**config.mk**
```make
export PLATFORM = sky130hd
export DESIGN_NAME = fifo_level_watch
export DESIGN_NICKNAME = d
export VERILOG_FILES = /design/src/rtl/fifo_stat_pkg.sv /design/src/rtl/fill_side.sv /design/src/rtl/flag_latch.sv /design/src/rtl/fifo_level_watch.sv
export SDC_FILE = /design/constraint.sdc
export NUM_CORES = 1
export LEC_CHECK = 0
export BUFFER_PORTS_ARGS = -buffer_cell sky130_fd_sc_hd__buf_2
export CORE_ASPECT_RATIO = 1.25
export CORE_MARGIN = 2
export CORE_UTILIZATION = 45
export DETAILED_ROUTE_END_ITERATION = 6
export PLACE_DENSITY = 0.89
export SLEW_MARGIN = 15
export SYNTH_ARGS = -nofsm -noshare
export SYNTH_HDL_FRONTEND = slang
export SYNTH_SLANG_ARGS = --single-unit
```
**constraint.sdc**
```tcl
create_clock -name clk -period 3.4 [get_ports clk]
set_input_delay 0.34 -clock clk [delete_from_list [all_inputs] [get_ports clk]]
set_output_delay 0.34 -clock clk [all_outputs]
set_load 0.05 [all_outputs]
```
**src/rtl/fifo_stat_pkg.sv**
```systemverilog
package fifo_stat_pkg;

  localparam int FLAG_W = 12;

  // flag bit positions (decoded by software)
  localparam int B_RX_WM    = 1;
  localparam int B_TX_WM    = 2;
  localparam int B_RX_OVR   = 4;
  localparam int B_TX_UDR   = 5;
  localparam int B_RX_START = 8;
  localparam int B_TX_START = 9;
  localparam int B_RX_DONE  = 10;
  localparam int B_TX_DONE  = 11;

  localparam logic [FLAG_W-1:0] FLAG_IMPL = 12'hF36;

  // quartile code of an amount against a depth
  function automatic logic [2:0] quart_code(input int unsigned amt,
                                            input int unsigned depth);
    if (amt >= depth)             return 3'd4;
    else if (4 * amt >= 3 * depth) return 3'd3;
    else if (4 * amt >= 2 * depth) return 3'd2;
    else if (4 * amt >= depth)     return 3'd1;
    else                           return 3'd0;
  endfunction

  // request threshold: 1 non-zero, 2..4 quarters, 5 extreme
  function automatic logic req_hit(input logic [2:0] sel,
                                   input int unsigned amt,
                                   input int unsigned depth);
    case (sel)
      3'd1:    return amt != 0;
      3'd2:    return 4 * amt >= depth;
      3'd3:    return 4 * amt >= 2 * depth;
      3'd4:    return 4 * amt >= 3 * depth;
      3'd5:    return amt >= depth;
      default: return 1'b0;
    endcase
  endfunction

  // urgent threshold: 1..3 quarters, 4 extreme
  function automatic logic urg_hit(input logic [2:0] sel,
                                   input int unsigned amt,
                                   input int unsigned depth);
    case (sel)
      3'd1:    return 4 * amt >= depth;
      3'd2:    return 4 * amt >= 2 * depth;
      3'd3:    return 4 * amt >= 3 * depth;
      3'd4:    return amt >= depth;
      default: return 1'b0;
    endcase
  endfunction

endpackage

```
**src/rtl/fill_side.sv**
```systemverilog
module fill_side
  import fifo_stat_pkg::*;
#(
  parameter int DEPTH    = 8,
  parameter bit BY_EMPTY = 1'b0,
  localparam int CW      = $clog2(DEPTH) + 1
) (
  input  logic          clk,
  input  logic          rst,
  input  logic [CW-1:0] count,
  input  logic [2:0]    req_sel,
  input  logic [2:0]    urg_sel,
  output logic [2:0]    level,
  output logic          dreq,
  output logic          urgent
);

  localparam int unsigned DU = DEPTH;

  int unsigned cnt_u;
  int unsigned amt;

  always_comb begin
    cnt_u = 32'(count);
    if (cnt_u > DU) cnt_u = DU;
    amt    = BY_EMPTY ? (DU - cnt_u) : cnt_u;
    urgent = urg_hit(urg_sel, amt, DU);
  end

  always_ff @(posedge clk) begin
    if (rst) begin
      level <= 3'd0;
      dreq  <= 1'b0;
    end else begin
      level <= quart_code(amt, DU);
      dreq  <= req_hit(req_sel, amt, DU);
    end
  end

  // extreme occupancy gives the top code
  assert_extreme_code_R1: assert property (@(posedge clk) disable iff (rst)
    (amt == DU) |=> (level == 3'd4));

  assert_level_range_R1: assert property (@(posedge clk) disable iff (rst)
    level <= 3'd4);

  // disabled select keeps the request low
  assert_req_off_R3: assert property (@(posedge clk) disable iff (rst)
    (req_sel == 3'd0 || req_sel > 3'd5) |=> !dreq);

endmodule

```
**src/rtl/flag_latch.sv**
```systemverilog
module flag_latch
  import fifo_stat_pkg::*;
#(
  parameter int             W    = FLAG_W,
  parameter logic [W-1:0]   IMPL = FLAG_IMPL
) (
  input  logic         clk,
  input  logic         rst,
  input  logic [W-1:0] set_vec,
  input  logic         clr_we,
  input  logic         mset_we,
  input  logic         mclr_we,
  input  logic [W-1:0] wdata,
  output logic [W-1:0] flags,
  output logic [W-1:0] mask,
  output logic         irq
);

  logic [W-1:0] flags_d;
  logic [W-1:0] mask_d;
  logic         past_ok;

  always_comb begin
    flags_d = flags;
    if (clr_we) flags_d = flags_d & ~wdata;
    flags_d = (flags_d | set_vec) & IMPL;   // cause beats clear
    mask_d = mask;
    if (mclr_we) mask_d = mask_d & ~wdata;
    if (mset_we) mask_d = mask_d | wdata;   // set beats clear
    mask_d = mask_d & IMPL;
  end

  always_ff @(posedge clk) begin
    if (rst) begin
      flags   <= '0;
      mask    <= '0;
      irq     <= 1'b0;
      past_ok <= 1'b0;
    end else begin
      flags   <= flags_d;
      mask    <= mask_d;
      irq     <= |(flags_d & mask_d);
      past_ok <= 1'b1;
    end
  end

  // a flag never drops without a clear write on it
  assert_sticky_R4: assert property (@(posedge clk) disable iff (rst)
    past_ok |-> ((($past(flags) & ~($past(clr_we) ? $past(wdata) : '0)) & ~flags) == '0));

  // any setting cause leaves its bit set
  assert_event_wins_R8: assert property (@(posedge clk) disable iff (rst)
    past_ok |-> (($past(set_vec) & IMPL & ~flags) == '0));

  // a set write always lands
  assert_mask_set_R9: assert property (@(posedge clk) disable iff (rst)
    (past_ok && $past(mset_we)) |-> (($past(wdata) & IMPL & ~mask) == '0));

  // interrupt follows masked flags
  assert_irq_match_R10: assert property (@(posedge clk) disable iff (rst)
    irq == |(flags & mask));

endmodule

```
**src/rtl/fifo_level_watch.sv**
```systemverilog
module fifo_level_watch
  import fifo_stat_pkg::*;
#(
  parameter int DEPTH = 8,
  localparam int CW   = $clog2(DEPTH) + 1
) (
  input  logic              clk,
  input  logic              rst,
  input  logic [CW-1:0]     rx_fill,
  input  logic [CW-1:0]     tx_fill,
  input  logic              rx_push,
  input  logic              tx_pull,
  input  logic              rx_start,
  input  logic              tx_start,
  input  logic              rx_done,
  input  logic              tx_done,
  input  logic [2:0]        rx_req_sel,
  input  logic [2:0]        tx_req_sel,
  input  logic [2:0]        rx_urg_sel,
  input  logic [2:0]        tx_urg_sel,
  input  logic              mask_set_we,
  input  logic              mask_clr_we,
  input  logic              flag_clr_we,
  input  logic [FLAG_W-1:0] wr_data,
  output logic [2:0]        rx_level,
  output logic [2:0]        tx_level,
  output logic              rx_dreq,
  output logic              tx_dreq,
  output logic [FLAG_W-1:0] flags,
  output logic [FLAG_W-1:0] mask,
  output logic              irq
);

  localparam logic [CW-1:0] FULL_CNT = CW'(DEPTH);

  logic              rx_urgent;
  logic              tx_urgent;
  logic [FLAG_W-1:0] set_vec;

  fill_side #(.DEPTH(DEPTH), .BY_EMPTY(1'b0)) u_rx (
    .clk(clk), .rst(rst), .count(rx_fill), .req_sel(rx_req_sel),
    .urg_sel(rx_urg_sel), .level(rx_level), .dreq(rx_dreq), .urgent(rx_urgent)
  );

  fill_side #(.DEPTH(DEPTH), .BY_EMPTY(1'b1)) u_tx (
    .clk(clk), .rst(rst), .count(tx_fill), .req_sel(tx_req_sel),
    .urg_sel(tx_urg_sel), .level(tx_level), .dreq(tx_dreq), .urgent(tx_urgent)
  );

  always_comb begin
    set_vec             = '0;
    set_vec[B_RX_WM]    = rx_urgent;
    set_vec[B_TX_WM]    = tx_urgent;
    set_vec[B_RX_OVR]   = rx_push && (rx_fill >= FULL_CNT);
    set_vec[B_TX_UDR]   = tx_pull && (tx_fill == '0);
    set_vec[B_RX_START] = rx_start;
    set_vec[B_TX_START] = tx_start;
    set_vec[B_RX_DONE]  = rx_done;
    set_vec[B_TX_DONE]  = tx_done;
  end

  flag_latch #(.W(FLAG_W), .IMPL(FLAG_IMPL)) u_flags (
    .clk(clk), .rst(rst), .set_vec(set_vec), .clr_we(flag_clr_we),
    .mset_we(mask_set_we), .mclr_we(mask_clr_we), .wdata(wr_data),
    .flags(flags), .mask(mask), .irq(irq)
  );

  // overrun and underrun reach the flag register
  assert_overrun_R5: assert property (@(posedge clk) disable iff (rst)
    (rx_push && rx_fill == FULL_CNT) |=> flags[B_RX_OVR]);

  assert_underrun_R5: assert property (@(posedge clk) disable iff (rst)
    (tx_pull && tx_fill == '0) |=> flags[B_TX_UDR]);

  // event pulses reach the flag register
  assert_events_R6: assert property (@(posedge clk) disable iff (rst)
    (rx_start || tx_done) |=> (flags[B_RX_START] || flags[B_TX_DONE]));

endmodule

```
==> metrics.md <==
| Metric | Value |
|---|---|
| # clock sinks | 25 |
| Register area share after synthesis | roughly 42% |
| Area after DPL | around 1500 um^2 |
| Chip width | between 40 and 50 um |
| M1 GR Usage | 22.21% |
| Clk slew on worst S/H paths | roughly 0.13 ns |
| Clk network pwr share | between 10% and 20% |
| Synth area leader | dfxtp_1 |
| WL per Instance | between 10 and 15 um |
| Post-CTS Hold Buffers | 0 |
| Placer Congestion | about 0.77 |
| CTS Buf Count | 3 |
| Sequential Power Share | about half |
| First-pass DRT Iterations | 4 |
| Worst min path class | in -> reg |
| CTS max path bufs | 2 |
| CP startpoint kind | input pin |
| Num rows | 20 |
| Setup TNS | 0 ns |
| Share of cells above drive strength 1 | between 30% and 40% |
| Number of synthesized flops with an enable pin | 0 |
| Mapped Area | roughly 1200 um^2 |
| Vias in the first global route | ~1100 |
| Clock root buffer | clkbuf_4 |
| WP data required | between 3 and 4 ns |
| Final Cell Area | ~1500 um^2 |
| CP Capture Type | flip-flop |
| # diodes | 0 |
| Worst path slowest cell | or3b_1 |
| Grt peak-use layer | met2 |
| Worst path max stage delay | 0.38 ns |
| Int Power | 0.4192 mW |
| Initial Util | 48.06% |
| Final Setup Violations | 0 |
| Port Buffers | 63 |
| Top post-synthesis cells by area | dfxtp_1 42%, nor2_1 6.7%, a22oi_1 6.4%, nand2_1 5.4%, buf_4 5.1% |
| Post-Syn Area per Cell | approximately 8.4 um^2 |
| Worst Hold End | u_rx.dreq$_SDFF_PP0_ |
| Max Freq | between 0.5 and 0.6 GHz |
| Max-capacitance violation count | 0 |
| CP Cell Sequence | buf_2 -> or2b_1 -> ha_1 -> or3b_1 -> o311ai_2 -> nor3b_2 -> a21oi_2 -> o21ai_1 -> and2b_1 |
| Dominant synthesized flop cell | dfxtp_1 |
| Total power draw | ~0.66 mW |
| Yosys cell types | 39 |
| IO Count | 76 |
| Via density | 5.166 |
| CTS tree | built |
| Area of the die | roughly 3000 um^2 |
| Max-slew violation count | 0 |
| Antenna viol nets, final | 0 |
| Post-DP HPWL | ~2200 um |
| Peak VDD IR | around 270 uV |
| Post-Synthesis Cells | 141 |
| Clock Skews | approximately 0.0065 ns |
| P per Cell Area | roughly 440 nW/um^2 |
| Post-CTS Repair Setup Buffers | 0 |
| Final Cycle Share | between 50% and 60% |
| Sw frac | 36.54% |
| WS Path Type | in -> reg |
| Total vias in the final route | ~1200 |
| Worst R2R End | u_flags.irq$_SDFF_PP0_ |
| Tmin final | about 1.7 ns |
| Final Hold Fails | 0 |
| Post-Route WL | between 2000 and 3000 um |
| FF+latch count, synth | 25 |
| WHS Path Cells | 2 |
| Global Route met2 Usage | 36.95% |
| Endpoint arrival time on the critical path | ~1.9 ns |
| Initial antenna violation count | 0 |
| # H-tree levels | 1 |
| Largest net degree at the start of global routing | 26 |
| Core area | between 2000 and 2500 um^2 |
| Outcome | completed |
| Logic pwr share | 32.3% |
| RSZ-0062 raised after global routing | no |
| Die H | 61.22 um |
| Area grow syn2layout | 28.03% |
| Setup slack, reg-to-reg | around 2.2 ns |
| GRT overflow | 0 |
| CP Max Fanout | 8 |
| Yosys warns | 0 |
| Worst R2R Path Depth | 5 |
| Met3 usage | ~2.4% |
| RR Startpoint | u_flags.flags[1]$_SDFF_PP0_ |
| Yosys top cell area share | between 40% and 50% |
| Final net count | 247 |
| Post-cts resize count | 0 |
| NetSw | between 0.2 and 0.25 mW |
| Lkg Pwr | 0.7494 nW |
| Asr flop ratio synth | 0% |
| Clk_lat worst skew | about 0.31 ns |
| 1st-iter DRT viols | 13 |
| Min-delay src | rx_req_sel[1] |
| First-pass GRT wire length | 4491 um |
| All-Layer GR Usage | a little under a fifth |
| DRC violations left | 0 |
-- placed cells by master, fill, tap and decap left out --
master,count
nand3_1,1
nor3b_2,1
nand2b_1,2
clkbuf_4,3
a22oi_1,10
a32oi_1,1
or3_1,1
a211oi_1,2
o21ai_1,1
a21oi_1,11
xor2_1,1
a21o_1,1
nor4_2,1
o21ai_0,1
nand2_1,17
and2b_1,1
buf_2,63
conb_1,8
o311ai_2,1
o2bb2ai_1,2
inv_1,5
o21a_1,1
a2111oi_1,1
dfxtp_1,25
o22ai_1,2
clkbuf_1,1
or2b_1,1
o311ai_1,1
nor2_1,21
nor4b_1,1
and3b_1,1
a21oi_2,1
nor2b_1,3
a31oi_1,1
a22o_1,1
nor4_1,2
o32ai_1,1
ha_1,1
or3b_1,1
nor3b_1,2
-- worst max-delay path: cells and delay by family --
family	cells	cell delay (ns)
simple gates	4	0.87
compound gates	3	0.34
fa+ha+maj	1	0.24
buf+inv	1	0.14
-- routing by layer --
layer	vias to the layer above	wire length, um
met5	-	0
met4	0	13
met3	2	149
met2	42	1429
met1	562	1225
li1	608	-
-- flip-flops by register name, summed over array words and instances (netlist names) --
register / count
u_flags.flags: 8
u_rx.level: 3
u_rx.dreq: 1
u_tx.dreq: 1
u_tx.level: 3
u_flags.irq: 1
u_flags.mask: 8
-- stage by stage --
step                      utilization [%]  hold WS [ns]  cells  worst slack [ns]
final                               61.53        0.2382    235             1.690
after global routing                61.53        0.2187    235             1.586
after CTS                           61.53        0.2288    235             1.694
after detailed placement            60.46        0.4905    231             1.360
after global placement              60.46        0.4814    231             1.384
after floorplan                         -        0.4116    148             1.614
-- power by group through the flow --
stage                     clock network [mW]  registers, mW  logic, mW
after floorplan                            0          0.396     0.0878
after global placement                     0          0.326      0.210
after detailed placement                   0          0.326      0.213
after CTS                              0.132          0.320      0.214
after global routing                   0.147          0.322      0.229
final                                  0.128          0.320      0.213
-- how the worst max path moves through the flow --
stage	endpoint	from	slack, ns	depth (start not counted)
global route	u_flags.flags[2]$_SDFF_PP0_	tx_fill[3]	1.59	9
global placement	u_flags.flags[2]$_SDFF_PP0_	tx_fill[3]	1.38	9
floorplan	u_flags.flags[2]$_SDFF_PP0_	tx_fill[0]	1.61	8
detailed placement	u_flags.flags[2]$_SDFF_PP0_	tx_fill[3]	1.36	9
finish	u_flags.flags[2]$_SDFF_PP0_	tx_fill[3]	1.69	9
CTS	u_flags.flags[2]$_SDFF_PP0_	tx_fill[3]	1.69	9
-- synth_stat cells, types with 2 or more instances --
| cell | n |
|---|---|
| a211oi_1 | 2 |
| a21oi_1 | 11 |
| a22oi_1 | 10 |
| buf_4 | 8 |
| clkbuf_1 | 5 |
| dfxtp_1 | 25 |
| inv_1 | 5 |
| nand2_1 | 17 |
| nand2b_1 | 2 |
| nor2_1 | 21 |
| nor2b_1 | 3 |
| nor3b_1 | 2 |
| nor4_1 | 2 |
| o22ai_1 | 2 |
| o2bb2ai_1 | 2 |
-- cell families (layout without fill, tap and decap cells) --
| logic type | after synthesis | count (layout) | synth area share (%) |
|---|---|---|---|
| DFF | 25 | 25 | 42.46 |
| other | 1 | 8 | 0.3182 |
| adders and majority gates | 1 | 1 | 1.061 |
| AOI/OAI and AO/OA | 39 | 39 | 23.46 |
| xor gates and xnor gates | 1 | 1 | 0.7432 |
| buffers and inverters | 18 | 72 | 8.281 |
| and+or+nand+nor | 56 | 56 | 23.67 |
-- cell type report --
cell class                      count  area (um^2)
Fill cell                         250        943.4
Multi-Input combinational cell    105        606.8
Sequential cell                    25        500.5
Timing Repair Buffer               63        315.3
Tap cell                           33        41.29
Clock buffer                        4        26.28
Inverter                            5        18.77
Note: power is estimated with default switching activity, not from simulation.
